[src/rtl/irqnf_pkg.sv]
package irqnf_pkg;
  typedef enum logic [1:0] {
    EDG_NONE = 2'd0,
    EDG_RISE = 2'd1,
    EDG_FALL = 2'd2,
    EDG_BOTH = 2'd3
  } edge_sel_e;
endpackage

[src/rtl/irqnf_prescaler.sv]
module irqnf_prescaler #(
  parameter int PRE_W = 4,
  parameter int SEL_W = 2
) (
  input  logic             clk,
  input  logic             rst,
  input  logic [SEL_W-1:0] div_sel,
  input  logic             restart,
  output logic             smp_en
);
  logic [PRE_W-1:0] cnt_q;
  logic [PRE_W-1:0] lim;

  // code 0 is the slowest rate; each step up halves the period
  always_comb lim = PRE_W'((32'd1 << (PRE_W - 32'(div_sel))) - 32'd1);
  assign smp_en = (cnt_q == lim);

  always_ff @(posedge clk) begin
    if (rst || restart) cnt_q <= '0;
    else if (smp_en)    cnt_q <= '0;
    else                cnt_q <= cnt_q + 1'b1;
  end

  AST_SMP_SPACED: assert property (@(posedge clk) disable iff (rst) smp_en |=> !smp_en);
endmodule

[src/rtl/irqnf_filter.sv]
module irqnf_filter #(
  parameter int RUN_LEN     = 5,
  parameter int SYNC_STAGES = 2
) (
  input  logic clk,
  input  logic rst,
  input  logic pin_raw,
  input  logic smp_en,
  input  logic restart,
  output logic sync_lvl,
  output logic filt_lvl
);
  localparam int RUN_W = $clog2(RUN_LEN + 1);

  logic [SYNC_STAGES-1:0] sync_q;
  logic [RUN_W-1:0]       run_q;
  logic                   lvl_q;

  genvar g;
  generate
    for (g = 0; g < SYNC_STAGES; g++) begin : g_sync
      if (g == 0) begin : g_first
        always_ff @(posedge clk)
          if (rst) sync_q[0] <= 1'b0;
          else     sync_q[0] <= pin_raw;
      end else begin : g_next
        always_ff @(posedge clk)
          if (rst) sync_q[g] <= 1'b0;
          else     sync_q[g] <= sync_q[g-1];
      end
    end
  endgenerate

  assign sync_lvl = sync_q[SYNC_STAGES-1];

  always_ff @(posedge clk) begin
    if (rst) begin
      run_q <= '0;
      lvl_q <= 1'b0;
    end else if (restart) begin
      run_q <= '0;
    end else if (smp_en) begin
      if (sync_lvl == lvl_q) begin
        run_q <= '0;
      end else if (run_q == RUN_W'(RUN_LEN - 1)) begin
        run_q <= '0;
        lvl_q <= sync_lvl;
      end else begin
        run_q <= run_q + 1'b1;
      end
    end
  end

  assign filt_lvl = lvl_q;

  AST_RUN_BOUND:     assert property (@(posedge clk) disable iff (rst) run_q < RUN_W'(RUN_LEN));
  AST_LVL_ON_SAMPLE: assert property (@(posedge clk) disable iff (rst) (lvl_q != $past(lvl_q)) |-> $past(smp_en));
endmodule

[src/rtl/irqnf_edge.sv]
module irqnf_edge
  import irqnf_pkg::*;
(
  input  logic      clk,
  input  logic      rst,
  input  logic      lvl,
  input  edge_sel_e sel,
  output logic      irq
);
  logic lvl_d;
  logic irq_q;
  logic rise, fall;

  assign rise = lvl & ~lvl_d;
  assign fall = ~lvl & lvl_d;

  always_ff @(posedge clk) begin
    if (rst) begin
      lvl_d <= 1'b0;
      irq_q <= 1'b0;
    end else begin
      lvl_d <= lvl;
      irq_q <= (rise & sel[0]) | (fall & sel[1]);
    end
  end

  assign irq = irq_q;

  AST_IRQ_SINGLE:   assert property (@(posedge clk) disable iff (rst) irq_q |=> !irq_q);
  AST_IRQ_HAS_EDGE: assert property (@(posedge clk) disable iff (rst) irq_q |-> ($past(lvl) != $past(lvl, 2)));
endmodule

[src/rtl/irqnf_top.sv]
module irqnf_top
  import irqnf_pkg::*;
#(
  parameter int REG_W       = 8,
  parameter int SEL_W       = 2,
  parameter int PRE_W       = 4,
  parameter int RUN_LEN     = 5,
  parameter int SYNC_STAGES = 2
) (
  input  logic             clk,
  input  logic             rst,
  input  logic             pin_raw,
  input  logic             port_mode,
  input  logic [1:0]       edge_sel,
  input  logic             ctl_wr,
  input  logic [REG_W-1:0] ctl_wdata,
  input  logic [REG_W-1:0] ctl_wmask,
  output logic [REG_W-1:0] ctl_rdata,
  output logic             pin_level,
  output logic             irq_req
);
  logic [SEL_W-1:0] sel_q, sel_nx;
  logic             div_chg;
  logic             smp_en;
  logic             sync_lvl, filt_lvl;

  always_comb begin
    sel_nx  = (sel_q & ~ctl_wmask[SEL_W-1:0]) | (ctl_wdata[SEL_W-1:0] & ctl_wmask[SEL_W-1:0]);
    div_chg = ctl_wr && (sel_nx != sel_q);
  end

  always_ff @(posedge clk) begin
    if (rst)          sel_q <= '0;
    else if (div_chg) sel_q <= sel_nx;
  end

  assign ctl_rdata = {{(REG_W-SEL_W){1'b0}}, sel_q};

  irqnf_prescaler #(.PRE_W(PRE_W), .SEL_W(SEL_W)) u_pre (
    .clk(clk), .rst(rst), .div_sel(sel_q), .restart(div_chg), .smp_en(smp_en)
  );

  irqnf_filter #(.RUN_LEN(RUN_LEN), .SYNC_STAGES(SYNC_STAGES)) u_flt (
    .clk(clk), .rst(rst), .pin_raw(pin_raw), .smp_en(smp_en), .restart(div_chg),
    .sync_lvl(sync_lvl), .filt_lvl(filt_lvl)
  );

  irqnf_edge u_edg (
    .clk(clk), .rst(rst), .lvl(filt_lvl), .sel(edge_sel_e'(edge_sel)), .irq(irq_req)
  );

  assign pin_level = port_mode ? sync_lvl : filt_lvl;

  AST_SEL_HOLDS: assert property (@(posedge clk) disable iff (rst) !$past(ctl_wr) |-> $stable(sel_q));
endmodule

[config.mk]
export PLATFORM = sky130hd
export DESIGN_NAME = irqnf_top
export DESIGN_NICKNAME = d
export VERILOG_FILES = /design/src/rtl/irqnf_pkg.sv /design/src/rtl/irqnf_prescaler.sv /design/src/rtl/irqnf_filter.sv /design/src/rtl/irqnf_edge.sv /design/src/rtl/irqnf_top.sv
export SDC_FILE = /design/constraint.sdc
export NUM_CORES = 1
export LEC_CHECK = 0
export BUFFER_PORTS_ARGS = -buffer_cell sky130_fd_sc_hd__buf_2
export CAP_MARGIN = 10
export CORE_ASPECT_RATIO = 1.1
export CORE_UTILIZATION = 46
export CTS_CLUSTER_DIAMETER = 80
export DETAILED_ROUTE_END_ITERATION = 6
export GPL_TIMING_DRIVEN = 1
export PLACE_DENSITY = 0.77
export SYNTH_ARGS = -nofsm -noshare
export SYNTH_HDL_FRONTEND = slang
export SYNTH_SLANG_ARGS = --single-unit
[constraint.sdc]
create_clock -name clk -period 1.84 [get_ports clk]
set_input_delay 0.276 -clock clk [delete_from_list [all_inputs] [get_ports clk]]
set_output_delay 0.276 -clock clk [all_outputs]
set_load 0.02 [all_outputs]
* Word-level counts from Yosys, hierarchy flattened
Index checks and enable logic that the tools add are counted.
** Cells by class
- Eq/ne operators :: 4
- Bitwise gates (word level) :: 13
- Muxes and demuxes :: 3
- Shift-type cells :: 1
- $add $sub $neg :: 4
- Reductions and logical operators :: 5
** Operators with widths (count)
- $shl A1 B32 Y4 const A :: 1
- $mux W3 :: 2
- $add A4 B1 Y4 const B :: 1
- $and A1 B1 Y1 :: 4
- $and A2 B2 Y2 :: 2
- $eq A4 B4 Y1 :: 1
- $not A1 Y1 :: 4
- $reduce_and A4 Y1 :: 1
- $reduce_or A2 Y1 :: 2
- $sub A3 B2 Y4 const A :: 1
- $sub A4 B1 Y4 const B :: 1
- $add A3 B1 Y3 const B :: 1
- $eq A3 B3 Y1 const B :: 1
- $ne A2 B2 Y1 :: 1
- $not A2 Y2 :: 1
- $or A2 B2 Y2 :: 1
- $eq A1 B1 Y1 :: 1
- $logic_and A1 B1 Y1 :: 1
- $logic_or A1 B1 Y1 :: 1
- $mux W1 :: 1
- $or A1 B1 Y1 :: 1
** Storage, ports and cells
- Logic and storage cells :: 38
- Bits in registers :: 14
- Input port bits :: 23
- Output and inout port bits :: 10

* Depth between registers and ports, before layout
- Word-level depth :: 7
- Gate-level depth with buffers :: 6
- Depth with buffers taken out :: 6

* Hierarchy
A second synthesis with hierarchy kept.
** Second synthesis, totals
- Cell total of the unflattened synthesis :: 78
- Area, all modules :: 742.0 µm²
** Modules (own cells, without submodules)
- irqnf_filter :: area an instance 276.5 µm², times used 1, seq. area each 120.1 µm², cells an instance 29
- irqnf_prescaler :: area an instance 224.0 µm², times used 1, seq. area each 80.1 µm², cells an instance 22
- irqnf_top :: area an instance 175.2 µm², times used 1, seq. area each 40.0 µm², cells an instance 21
- irqnf_edge :: area an instance 66.3 µm², times used 1, seq. area each 40.0 µm², cells an instance 6

* Worst setup path after synthesis
Ideal clock, no wire load.
- Kind :: register to register
- Start point :: register sel_q[1]
- End point :: register u_flt.lvl_q, in the netlist u_flt.filt_lvl
- Library setup time :: 121 ps
- Cell stages (with the launch flop) :: 5
- Slack :: 332 ps
- Path buffers :: 0
- Data required time :: 1719 ps
- Data arrival time :: 1386 ps
- Period minus slack after synthesis :: 1508 ps
- Cells stage by stage :: dfxtp_1 xor2_1 a221oi_2 o211ai_2 mux2_4
** On the way
- Longest elaborated chain between the ends :: 6
- Elaborated cells between the ends (all ways) :: 10
- Those cells by class :: add/sub (2); eq/ne (2); shift (1); bitwise (3); reduce/logical (2)
** RTL lines
- start, declared :: line irqnf_top.sv:22 : logic [SEL_W-1:0] sel_q, sel_nx;
- start signal, assigned :: line irqnf_top.sv:34 : else if (div_chg) sel_q <= sel_nx;
- parallel branches: the longest is 5 deep, another holds $sub A3 B2 Y4
- $reduce_and A4 Y1 (no line) *
- end signal, assigned :: line irqnf_filter.sv:47 : lvl_q <= sync_lvl;
- end, declared :: line irqnf_filter.sv:17 : logic lvl_q;
Every way passes the cells marked *.
A chain may end at the register's enable or synchronous reset.

* Worst setup path after layout
- Start point :: register u_flt.run_q[0]
- End point :: register u_flt.lvl_q, in the netlist u_flt.filt_lvl
** On the way
- Longest elaborated chain between the ends :: 2
** RTL lines
- start, declared :: line irqnf_filter.sv:16 : logic [RUN_W-1:0] run_q;
- start signal, assigned :: line irqnf_filter.sv:49 : run_q <= run_q + 1'b1;
- $eq A3 B3 Y1 :: line irqnf_filter.sv:45 : end else if (run_q == RUN_W'(RUN_LEN - 1)) begin
- $reduce_and A4 Y1 (no line)
No other way between the ends.

==> impl_metrics.env <==
export IMPL_path_clk_slew_ns=0.08
export IMPL_antennaDiodeCount=0
export IMPL_synthAdderAreaFrac_pct=4.68
export IMPL_finalWeightedCongestion=0.727
export IMPL_ctsHoldBuffers=0
export IMPL_ys_top_cells_by_area="dfxtp_1 35%, buf_4 5.6%, ha_1 4.7%"
export IMPL_synth_ff_type="dfxtp_1"
export IMPL_die_w_um=41.8
export IMPL_clock_fmax_mhz=677
export IMPL_synth_enable_flop_cells=0
export IMPL_tritoncts="built"
export IMPL_dieHeight_um=45.8
export IMPL_synth_compound_gate_area_share_pct=18.7
export IMPL_ios=33
export IMPL_vias=652
export IMPL_power_uw=577
export IMPL_cts_resized=0
export IMPL_synth_top_family_by_area="simple AND/OR/NAND/NOR gates"
export IMPL_skew_ns=0.00444
export IMPL_vias_per_cell=5.77
export IMPL_antenna_found_initial=0
export IMPL_synth_cell_types=34
export IMPL_ir_worst_vdd_uv=400
export IMPL_grt_pass1_wl_um=2460
export IMPL_setup_tns_ns=0
export IMPL_path_max_fanout=3
export IMPL_whs_ns=0.204
export IMPL_drt_iter0_markers=6
export IMPL_worstSetupPathType="reg -> reg"
export IMPL_arrival_ns=1.66
export IMPL_cts_made_buffers=3
export IMPL_power_density_nw_per_um2=651
export IMPL_placed_cell_area_um2=863
export IMPL_crit_required_ns=2.02
export IMPL_nFillCells=145
export IMPL_portBuffers=14
export IMPL_place_hpwl_um=1150
export IMPL_drc=0
export IMPL_grt_max_degree=10
export IMPL_seq_area_frac_synth_pct=34.9
export IMPL_grt_pass1_vias=591
export IMPL_finalHoldViolCount=0
export IMPL_drv_cap=0
export IMPL_setup_violations=0
export IMPL_min_period_ns=1.48
export IMPL_drv_slew=0
export IMPL_post_cts_buffers=0
export IMPL_final_nets=124
export IMPL_final_antenna_net_count=0
export IMPL_die_area_um2=1910
export IMPL_end_kind="flip-flop"
export IMPL_synthArstFlopShare_pct=0
export IMPL_initial_core_util_pct=50.3
export IMPL_dr_pass1_iters=4
export IMPL_grt_usage_pct=17.7
export IMPL_finalCritPeriodShare_pct=80.3
export IMPL_netlist_area_leader_share_pct=34.9
export IMPL_htree_num_levels=1
export IMPL_start_kind="flip-flop"
export IMPL_synthXorXnorAreaFrac_pct=5.46
export IMPL_hp_class="in -> reg"
export IMPL_yosysWarnings=0
export IMPL_row_count=15
export IMPL_grt_ovfl_total=0
export IMPL_synth_seq_cells=14
export IMPL_final_area_um2=886
export IMPL_drt_total_wl_um=1470
export IMPL_synthMuxAreaShare_pct=5.77
export IMPL_synthSimpleGateAreaFrac_pct=22.9
export IMPL_core_um2=1600
export IMPL_clockRootBuffer="clkbuf_4"
export IMPL_area_growth_pct=10.5
export IMPL_cts_sinks=14
export IMPL_status="finished, final reports clean"
export IMPL_syn_avg_cell_area_um2=9.90
export IMPL_synthCells=81
export IMPL_rsz0062_at_grt="no"
export IMPL_syn_area_um2=802
export IMPL_synth_area_leader_cell="dfxtp_1"
export IMPL_wire_per_inst_um=13.0
export IMPL_drive_gt1_share_pct=26.0
export IMPL_utilization_pct=55.5
export IMPL_insertion_delay_ns=0.29
export IMPL_clock_path_buffers=2
export IMPL_leakagePower_uw=0.000367
==> power breakdown <==
group / internal [µW] / total, µW / switching [µW]
Combinational: 30.6 / 73.7 / 43.1
Sequential: 312 / 327 / 14.2
Clock: 76.2 / 176 / 100
==> sequential cells by signal, indices dropped and copies added (netlist names) <==
name / cells
sel_q: 2
u_flt.sync_lvl: 1
u_flt.sync_q: 1
u_edg.lvl_d: 1
u_pre.cnt_q: 4
u_flt.filt_lvl: 1
u_flt.run_q: 3
u_edg.irq: 1
==> stage by stage <==
stage | std cells | worst slack (ns)
after floorplan | 86 | 0.332
after global placement | 110 | 0.390
after detailed placement | 110 | 0.383
after CTS | 113 | 0.359
after global routing | 113 | 0.276
final | 113 | 0.362
==> critical path, stage by stage, from the launching register on <==
cell      delay, ns
dfxtp_1        0.33
inv_1          0.09
ha_1           0.20
nand2_1        0.10
a221oi_2       0.21
o211ai_2       0.14
mux2_4         0.31
==> layer usage <==
layer / GRT usage [%] / wire [µm]
met2: 30.6 / 763
met1: 18.8 / 615
met4: 14.8 / 43
met3: 3.57 / 49
met5: 0 / 0
==> logic make-up after synthesis <==
family	count (synthesis)
mux	4
other cells	1
fa+ha+maj	3
compound gates	16
buf+inv	9
simple gates	29
flops	14
xor+xnor	5
==> placed cells by master, fill, tap and decap left out, types with 4 or more instances in the layout <==
cell | Yosys | routed
a21oi_1 | 5 | 5
buf_2 | 0 | 14
conb_1 | 1 | 6
dfxtp_1 | 14 | 14
nor2_1 | 4 | 4
nor2b_1 | 5 | 5
==> cells in the mapped netlist (all sizes together), types with 2 or more instances <==
cell type / n
and2: 2
nor2: 4
ha: 3
buf: 6
xor2: 2
nor3b: 2
o2111ai: 3
nand4bb: 2
dfxtp: 14
nor3: 3
mux2i: 2
inv: 2
nand2: 3
nand3: 2
xnor2: 3
mux2: 2
a221oi: 2
nand3b: 2
a21oi: 5
nor2b: 5
==> worst paths after layout <==
check             slack, ns         endpoint  cells after the start            start
setup reg to reg       0.36   u_flt.filt_lvl                      6   u_flt.run_q[0]
setup / recovery       0.36   u_flt.filt_lvl                      6   u_flt.run_q[0]
hold / removal         0.20  u_flt.sync_q[0]                      2          pin_raw
hold reg to reg        0.44   u_flt.sync_lvl                      1  u_flt.sync_q[0]
==> cell type report <==
| cell class | count | area [µm²] | area share, % |
|---|---|---|---|
| Clock buffer | 3 | 22.5 | 2.54 |
| Inverter | 2 | 7.51 | 0.847 |
| Multi-Input combinational cell | 63 | 484 | 54.7 |
| Sequential cell | 14 | 280 | 31.6 |
| Tap cell | 17 | 21.3 | 2.40 |
| Timing Repair Buffer | 14 | 70.1 | 7.91 |
Power figures use the tool's default switching activity.
